[config.mk]
export PLATFORM = sky130hd
export DESIGN_NAME = vcount_encoder
export DESIGN_NICKNAME = d
export VERILOG_FILES = /design/src/rtl/vcount_encoder.sv
export SDC_FILE = /design/constraint.sdc
export NUM_CORES = 1
export LEC_CHECK = 0
export BUFFER_PORTS_ARGS = -buffer_cell sky130_fd_sc_hd__buf_4
export CAP_MARGIN = 5
export CORE_MARGIN = 1.5
export CORE_UTILIZATION = 56
export CTS_CLUSTER_SIZE = 10
export DETAILED_ROUTE_END_ITERATION = 10
export GPL_ROUTABILITY_DRIVEN = 0
export GPL_TIMING_DRIVEN = 0
export PLACE_DENSITY = 0.8
export SYNTH_ARGS = -nofsm -noshare
export SYNTH_HDL_FRONTEND = slang
export SYNTH_SLANG_ARGS = --single-unit
[constraint.sdc]
create_clock -name clk -period 3.09 [get_ports clk]
set_clock_uncertainty 0.1 [all_clocks]
set_input_delay 0.309 -clock clk [delete_from_list [all_inputs] [get_ports clk]]
set_output_delay 0.309 -clock clk [all_outputs]
set_load 0.005 [all_outputs]
[src/rtl/vcount_encoder.sv]
module vcount_encoder #(
  parameter int LW          = 9,
  parameter int NTSC_TOTAL  = 262,
  parameter int PAL_TOTAL   = 313,
  parameter int SHORT_ACT   = 224,
  parameter int TALL_ACT    = 240,
  parameter int NTSC_WRAP   = 235,
  parameter int PAL_WRAP    = 259,
  parameter int NTSC_BACK   = 6,
  parameter int PAL_BACK    = 56,
  parameter logic [7:0] VBL_CODE    = 8'hE0,
  parameter logic [7:0] VBL_CODE_I2 = 8'hC1
) (
  input  logic          clk,
  input  logic          rst_n,
  input  logic          frame_start,
  input  logic          line_adv,
  input  logic          std_pal,
  input  logic          tall_mode,
  input  logic [1:0]    ilace_mode,
  output logic [7:0]    vcount,
  output logic [LW-1:0] line_num,
  output logic          vblank_pulse
);

  logic [LW-1:0] line_q;
  logic          pal_q, tall_q, i2_q, pulse_q;

  wire [LW-1:0] act_lines = (pal_q && tall_q) ? LW'(TALL_ACT) : LW'(SHORT_ACT);
  wire [LW-1:0] last_line = pal_q ? LW'(PAL_TOTAL - 1) : LW'(NTSC_TOTAL - 1);
  wire [LW-1:0] wrap_at   = pal_q ? LW'(PAL_WRAP) : LW'(NTSC_WRAP);
  wire [LW-1:0] back_by   = pal_q ? LW'(PAL_BACK) : LW'(NTSC_BACK);
  wire [LW-1:0] adj       = (line_q >= wrap_at) ? line_q - back_by : line_q;
  wire          adv_ok    = line_adv && (line_q != last_line);

  wire [7:0] act_code   = i2_q ? {line_q[6:0], line_q[7]} : line_q[7:0];
  wire [7:0] blank_code = i2_q ? {adj[6:0], 1'b1} : adj[7:0];

  assign vcount = (line_q < act_lines)  ? act_code :
                  (line_q == act_lines) ? (i2_q ? VBL_CODE_I2 : VBL_CODE) :
                                          blank_code;
  assign line_num     = line_q;
  assign vblank_pulse = pulse_q;

  always_ff @(posedge clk) begin
    if (!rst_n) begin
      line_q  <= '0;
      pal_q   <= 1'b0;
      tall_q  <= 1'b0;
      i2_q    <= 1'b0;
      pulse_q <= 1'b0;
    end else begin
      pulse_q <= !frame_start && adv_ok && ((line_q + LW'(1)) == act_lines);
      if (frame_start) begin
        line_q <= '0;
        pal_q  <= std_pal;
        tall_q <= tall_mode;
        i2_q   <= &ilace_mode;
      end else if (adv_ok) begin
        line_q <= line_q + LW'(1);
      end
    end
  end


  frame_clear_chk: assert property (@(posedge clk) disable iff (!rst_n)
    frame_start |=> line_num == '0);


  line_step_chk: assert property (@(posedge clk) disable iff (!rst_n)
    (line_adv && !frame_start && line_q != last_line) |=> line_num == $past(line_num) + LW'(1));


  line_hold_chk: assert property (@(posedge clk) disable iff (!rst_n)
    (!frame_start && line_q == last_line) |=> $stable(line_num));


  line_bound_chk: assert property (@(posedge clk) disable iff (!rst_n)
    line_num <= LW'(PAL_TOTAL - 1));


  pulse_line_chk: assert property (@(posedge clk) disable iff (!rst_n)
    vblank_pulse |-> line_num == act_lines);


  pulse_single_chk: assert property (@(posedge clk) disable iff (!rst_n)
    vblank_pulse |=> !vblank_pulse);


  mode_hold_chk: assert property (@(posedge clk) disable iff (!rst_n)
    !frame_start |=> ($stable(pal_q) && $stable(tall_q) && $stable(i2_q)));


  vbl_code_chk: assert property (@(posedge clk) disable iff (!rst_n)
    (line_num == act_lines) |-> (vcount == VBL_CODE || vcount == VBL_CODE_I2));

endmodule

Word level (Yosys, flattened, before mapping)
Index checks and enable logic that the tools add are counted.
- $add $sub $neg: 2
- $mul: 0
- divide/modulo/power cells: 0
- magnitude comparators: 2
- equal/unequal tests: 3
- shift-type cells: 0
- mux-type cells: 10
- bitwise logic cells: 1
- reductions and logical operators: 7
- operators with widths (operator ; count):
    8-bit two-way mux ; 5
    9-bit by 8-bit == test with 1-bit output ; 2
    6-bit two-way mux ; 3
    9-bit by 1-bit adder with 9-bit output (second input constant) ; 1
    9-bit greater-or-equal comparator ; 1
    9-bit by 8-bit < comparator with 1-bit output ; 1
    9-bit two-way mux ; 1
    9-bit != test ; 1
    8-bit by 6-bit subtractor with 8-bit output ; 1
    5-bit two-way mux ; 1
    1-bit logical AND ; 4
    2-bit AND reduction ; 1
    2-bit OR reduction ; 1
    1-bit zero test ; 1
    1-bit inverter ; 1
- register bits: 13
- bits in latches: 0
- memory bits (writable): 0
- bits in read-only memories: 0
- input bits: 8
- output and inout bits: 18
- logic and storage cells: 30
- memories: 0

Longest topological paths before layout
Gate-level depths: netlist (run 1).
- depth after elaboration: 6
- gate-level depth with buffers: 9
- mapped depth without buffers: 9

Least setup slack after synthesis (run 1)
Ideal clock, no wire load.
- path type: register -> output
- from: register pal_q
- to: output port vcount[7]
- arrival: 2218 ps
- required time: 2681 ps
- path slack: 463 ps
- cell stages (with the launch flop): 9
- path buffers: 0
- path through: dfxtp_1 inv_1 ha_1 nor2b_1 o21ai_1 nand2b_1 a2111oi_0 mux2_2 nor3_2
- word-level cells in the longest chain between the ends: 6
- elaborated cells on any way between the ends: 12
- those cells by class: add/sub (1); order compare (2); eq/ne (1); mux (7); reduce/logical (1)
- RTL lines (item ; line ; text):
    from (decl) ; 27 ; logic pal_q, tall_q, i2_q, pulse_q;
    from (signal assigned) ; 56 ; pal_q <= std_pal;
    6-bit two-way mux / 9-bit two-way mux (equally long branches) ; 32, 31 ;
    8-bit by 6-bit subtractor with 8-bit output / 9-bit greater-or-equal comparator (equally long branches) ; 33 ; wire [LW-1:0] adj = (line_q >= wrap_at) ? line_q - back_by : line_q;
    8-bit two-way mux ; 33 ;
    8-bit two-way mux ; 37 ; wire [7:0] blank_code = i2_q ? {adj[6:0], 1'b1} : adj[7:0];
    8-bit two-way mux ; 40 ; (line_q == act_lines) ? (i2_q ? VBL_CODE_I2 : VBL_CODE) :
    8-bit two-way mux (*) ; 39 ; assign vcount = (line_q < act_lines) ? act_code :
    to (decl) ; 21 ; output logic [7:0] vcount,
Mark *: on every way between the ends. The rest lies on a longest branch, timed or not.

Worst setup path in the final report (run 1)
- from: register line_q[4] (netlist: line_num[4])
- to: output port vcount[7]
- word-level cells in the longest chain between the ends: 5
- elaborated cells on any way between the ends: 8
- those cells by class: add/sub (1); order compare (2); eq/ne (1); mux (4)
- RTL lines (item ; line ; text):
    from (decl) ; 26 ; logic [LW-1:0] line_q;
    from (signal assigned) ; 60 ; line_q <= line_q + LW'(1);
    8-bit by 6-bit subtractor with 8-bit output / 9-bit greater-or-equal comparator (equally long branches) ; 33 ;
    8-bit two-way mux ; 33 ;
    8-bit two-way mux ; 37 ;
    8-bit two-way mux ; 40 ;
    8-bit two-way mux (*) ; 39 ;
Marked as above.

==> impl_metrics.toml, run 1 <==
[outcome]
status = "finished, final reports clean"

[worst_setup_path]
worstPathArrival_ns = 2.65
r2r_setup_slack_ns = 0.89
path_class = "flip-flop to primary output"
cp.required_ns = 2.68
startpoint_type = "flip-flop"
crit_fanout = 10
cp-end-kind = "primary output"

[layout]
fillers = 205
areaGrowthSynthToFinish_pct = 22.2
multi_input_comb_area_um2 = 1110
drive_above_1_share_pct = 28.0
ff_latch_area_um2 = 267
layout.cells.non_filler = 241
n_antenna_cell = 0
finalNetCount = 235
fin_util_pct = 71.9

[placed_design]
hpwl_um = 2700
pre_cts_ws_ns = -0.0516
portBuffers = 25
place_inst = 235

[power]
p_seq_share_pct = 46.6
power_frac_clock_pct = 30.4
internal-power_mw = 0.263
netSwitchingFraction_pct = 30.1
pwr-share-comb_pct = 22.9
ir_worst_vdd_mv = 0.189
total_power_mw = 0.376
power.net_switching_mw = 0.113
p_leak_nw = 0.790
p_per_area_nw_per_um2 = 213

[cts]
cts_tree = "done"
cts_hold_buf = 0
clock_path_buffers = 2
insertion_delay_ns = 0.29
clock_sinks = 13
clkTransAtPathRegs_ns = 0.09
h-tree-depth = 1
cts_buffers = 3
cts_root_buf = "clkbuf_4"

[logic_synthesis]
ys_types = 51
synthTopCellsByArea = "dfxtp_1 18%, ha_1 12%, mux2i_1 6.9%"
synth-seq-area-share_pct = 18.0
syn_inst = 180
synth.avg_cell_area_um2 = 8.02
ys_seq_elements = 13
synth_ff_type = "dfxtp_1"
synth_nets = 203
synth_warnings = 0
netlist_area_um2 = 1440
yosys.area.top_type = "dfxtp_1"
async_reset_ff_share_pct = 0
synth_edf_count = 0
netlist.area_leader.share_pct = 18.0

[sta]
finalCritPeriodShare_pct = 99.0
worst_pin_slew_ns = 0.502
max_freq_mhz = 327
postLayoutSetupSlackWorst_ns = 0.0316
period_needed_ns = 3.06
final_max_slew_viol_count = 0
hold_viol_final = 0
relSlewSlack_pct = 66.6
hold-worst-slack_ns = 0.155
setup_viol = 0

[floorplan]
row_count = 18
start_util_pct = 58.8
core_area_um2 = 2450
die_area_um2 = 2890
dieHeight_um = 53.8
ioPinCount = 26
die_w_um = 53.8

[global_route]
antenna_found_initial = 0
gr-total-overflow = 0
grt_use_total_pct = 26.1
grt_first_pass_wirelength_um = 5470
grt_pass1_vias = 1191
grt_start_max_net_pins = 11

[routing]
wire_per_inst_um = 15.4
antenna_left = 0
drt_iter0_markers = 45
viasPerCell = 6.01
drtPass1Iterations = 4
num_vias = 1448
wl_um = 3720
remaining_drc_errors = 0

[run]
maxCapViolCount = 0

[hold_path]
min-delay-path-class = "input pin to flip-flop"
[cell families (layout without fill, tap and decap cells)]
group	count (synthesis)	in the layout	synth area share [%]
xor gates and xnor gates	14	14	8.49
and+or+nand+nor	66	66	24.1
buffers and inverters	22	53	7.88
adders and majority gates	15	15	13.5
muxes	12	12	9.53
DFF	13	13	18.0
AOI/OAI and AO/OA	38	38	18.5
[critical path: stages (launching register included)]
cell and delay [ns]:
dfxtp_2 0.39, buf_4 0.19, inv_1 0.08, ha_1 0.29, nor4b_1 0.25, and3_1 0.30, nand2b_1 0.23, nor3_1 0.08
mux2_2 0.29, nor3_2 0.12, buf_4 0.13
[cell usage after synthesis (2+ instances only)]
cell type,n
xor2_1,8
and3_1,3
o21ai_1,2
nor2_1,15
nand4_1,4
dfxtp_1,13
a21boi_0,2
buf_4,2
nand3b_1,2
o211a_1,2
ha_1,14
nor3_1,3
xnor2_1,6
nor4_1,2
a21oi_1,9
buf_2,7
mux2i_1,10
buf_6,2
nand3_1,6
a211oi_1,3
inv_1,9
o211ai_1,2
nand2b_1,5
o21ai_0,6
nand2_1,13
nor2b_1,5
[layout make-up]
cell class	count	area share (%)
Multi-Input combinational cell	145	63.1
Sequential cell	13	15.1
Timing Repair Buffer	27	11.5
Tap cell	30	2.13
Buffer	13	4.54
Clock buffer	4	1.49
Inverter	9	2.13
[sequential cells by signal, summed over array words and instances (netlist names)]
name / cells
tall_q: 1
vblank_pulse: 1
pal_q: 1
i2_q: 1
line_num: 9
[through the flow]
| stage | TNS [ns] | cell area [um2] |
|---|---|---|
| 4_1_cts | -0.00392 | 1710 |
| 2_1_floorplan | 0 | 1440 |
| 5_1_grt | -0.0887 | 1760 |
| 6_report | 0 | 1760 |
| 3_3_place_gp | 0 | 1670 |
| 3_5_place_dp | -0.0516 | 1670 |
[power by group through the flow]
stage / clock network (mW) / registers, mW / logic (mW)
floorplan: 0 / 0.178 / 0.0518
global placement: 0 / 0.179 / 0.0749
detailed placement: 0 / 0.180 / 0.0777
CTS: 0.114 / 0.176 / 0.0786
global route: 0.118 / 0.176 / 0.0935
finish: 0.114 / 0.175 / 0.0861
[placed cells by master (no fill, tap or decap), types with 2 or more instances in the layout]
cell,netlist,final
buf_4,2,29
nor2_1,15,15
nand2_1,13,13
ha_1,14,13
mux2i_1,10,10
dfxtp_1,13,10
a21oi_1,9,9
inv_1,9,8
xor2_1,8,8
buf_2,7,7
o21ai_0,6,6
xnor2_1,6,6
nand3_1,6,6
nor2b_1,5,5
nand2b_1,5,5
nand4_1,4,4
and3_1,3,3
a211oi_1,3,3
clkbuf_4,0,3
buf_6,2,2
clkbuf_1,1,2
o21ai_1,2,2
nand3b_1,2,2
a21boi_0,2,2
nor3_1,3,2
o211a_1,2,2
nor3_2,1,2
o211ai_1,2,2
dfxtp_2,0,2
[layer usage]
metal | part of all wire, % | vias up | global-route usage (%) | wire, um
li1 | - | 702 | - | -
met1 | 44 | 690 | 34.7 | 1630
met2 | 49 | 51 | 42.7 | 1820
met3 | 6.4 | 5 | 4.44 | 238
met4 | 0.89 | 0 | 8.55 | 33
met5 | 0 | - | 0 | 0
[path summary, 6_finish.rpt]
| kind | start | depth (start not counted) | endpoint |
|---|---|---|---|
| max | line_num[4] | 10 | vcount[7] |
| min | rst_n | 2 | pal_q |
| max reg2reg | pal_q | 8 | line_num[3] |
| min reg2reg | tall_q | 2 | tall_q |
[what timing repair did]
item                       4_1_cts  5_1_grt
setup endpoints to repair        3        3
cloned                           0        0
gates resized for setup          4        9
pin swaps                        0        1
setup buffers                    0        2
No activity file was read; power rests on OpenSTA's default activity.
==> run 2: changes to the inputs <==
==> constraint.sdc (replaced) <==
create_clock -name clk -period 3.3 [get_ports clk]
set_clock_uncertainty 0.1 [all_clocks]
set_input_delay 0.33 -clock clk [delete_from_list [all_inputs] [get_ports clk]]
set_output_delay 0.33 -clock clk [all_outputs]
set_load 0.005 [all_outputs]
==> run 2 against run 1 <==
Compared with the run above: non-clock buffer count is 2 lower; worst setup slack improved by 0.076 ns; cell count shrank 0.83%; total power down 8.8%; largest cell class unchanged; largest power group unchanged.
==> impl_metrics.toml, run 2 (synthesis results as in run 1) <==
[outcome]
status = "finished, final reports clean"

[floorplan]
row_count = 18
dieHeight_um = 53.8
core_area_um2 = 2450
start_util_pct = 58.8
die_area_um2 = 2890
die_w_um = 53.8
ioPinCount = 26

[cts]
clock_path_buffers = 2
cts_hold_buf = 0
cts_tree = "done"
insertion_delay_ns = 0.28
h-tree-depth = 1
clkTransAtPathRegs_ns = 0.08
clock_sinks = 13
cts_buffers = 3
cts_root_buf = "clkbuf_4"

[worst_setup_path]
crit_end = "vcount[7]"
startpoint_type = "flip-flop"
r2r_end = "line_num[3]"
crit_path_start = "pal_q"
r2r_setup_slack_ns = 1.08
ff2ff_path_depth = 8
cp-end-kind = "primary output"
cp.required_ns = 2.87
worstPathArrival_ns = 2.76
timing.rr.start = "pal_q"
crit_fanout = 9
path_class = "flip-flop to primary output"

[sta]
hold-worst-slack_ns = 0.184
hold_viol_final = 0
relSlewSlack_pct = 67.4
finalCritPeriodShare_pct = 96.8
period_needed_ns = 3.19
max_freq_mhz = 313
worst_pin_slew_ns = 0.489
setup_viol = 0
rsz0062_at_grt = "true"
final_max_slew_viol_count = 0

[run]
maxCapViolCount = 0

[hold_path]
min-delay-path-class = "input pin to flip-flop"

[layout]
largest_reg_flops = 9
regMostFlops = "line_num"
n_antenna_cell = 0
areaGrowthSynthToFinish_pct = 18.4
fin_util_pct = 69.6
finalNetCount = 233
layout_commonest_cell = "buf_4"
drive_above_1_share_pct = 24.4
most-common-layout-cells = "27 x buf_4, 15 x nor2_1, 14 x ha_1"
layout.cells.non_filler = 239

[routing]
wire_per_inst_um = 14.6
remaining_drc_errors = 0
wl_um = 3500
drt_iter0_markers = 47
viasPerCell = 5.92
antenna_left = 0
num_vias = 1416
drtPass1Iterations = 6

[placed_design]
place_inst = 235
hpwl_um = 2700
portBuffers = 25

[power]
p_leak_nw = 0.775
ir_worst_vdd_mv = 0.177
total_power_mw = 0.343
p_per_area_nw_per_um2 = 201

[global_route]
grt_first_pass_wirelength_um = 5500
antenna_found_initial = 0
grt_start_max_net_pins = 11
grt_use_total_pct = 26.3
gr-total-overflow = 0
grt_pass1_vias = 1199
## run 2: cell count changes in the layout (fill, tap and decap cells not counted), sizes merged
cell and change:
buf -2, clkinvlp -1, inv +1
## run 2: area by class of cell
type	instances	area [um2]
buffer	13	80.1
sequential	13	262
inverter	9	33.8
tap	30	37.5
timing repair buffer	25	188
clock buffer	4	26.3
multi-input combinational	145	1080
fill	211	746
## run 2: report_power, final
group	internal [mW]	switching, mW	leakage [nW]
Combinational	0.0360	0.0384	0.654
Sequential	0.160	0.00474	0.106
Clock	0.0470	0.0566	0.0150
## run 2: metal layers
| layer | track usage (%) | wire length [um] | vias to the layer above |
|---|---|---|---|
| li1 | - | - | 696 |
| met1 | 34.9 | 1500 | 646 |
| met2 | 42.9 | 1700 | 63 |
| met3 | 4.44 | 251 | 11 |
| met4 | 8.55 | 48 | 0 |
| met5 | 0 | 0 | - |
## run 2: worst min-delay path by stage
| stage | startpoint | endpoint | cells after the start |
|---|---|---|---|
| after detailed placement | tall_q | tall_q | 2 |
| after global placement | tall_q | tall_q | 2 |
| final | rst_n | pal_q | 2 |
| after floorplan | rst_n | pal_q | 1 |
| after global routing | rst_n | pal_q | 2 |
| after CTS | rst_n | pal_q | 2 |
## run 2: per-stage QoR
stage          setup WS [ns]  instance area [um2]  TNS [ns]
2_1_floorplan          0.652                 1440         0
3_3_place_gp           0.217                 1670         0
3_5_place_dp           0.137                 1670         0
4_1_cts               0.0434                 1700         0
5_1_grt              -0.0192                 1710   -0.0192
6_report               0.107                 1710         0
## run 2: critical path, cell delays in order (launching register included)
cell and delay, ns:
dfxtp_2 0.45, inv_1 0.18, ha_1 0.40, nor2b_1 0.17, o21ai_1 0.12, nand2b_1 0.11, a2111oi_2 0.41, mux2_2 0.39
nor3_2 0.11, buf_4 0.13
## run 2: timing repair
action,CTS,global route
resized for setup,2,2
endpoints found under the setup margin,1,2
pin swaps,0,0
setup buffers,0,0
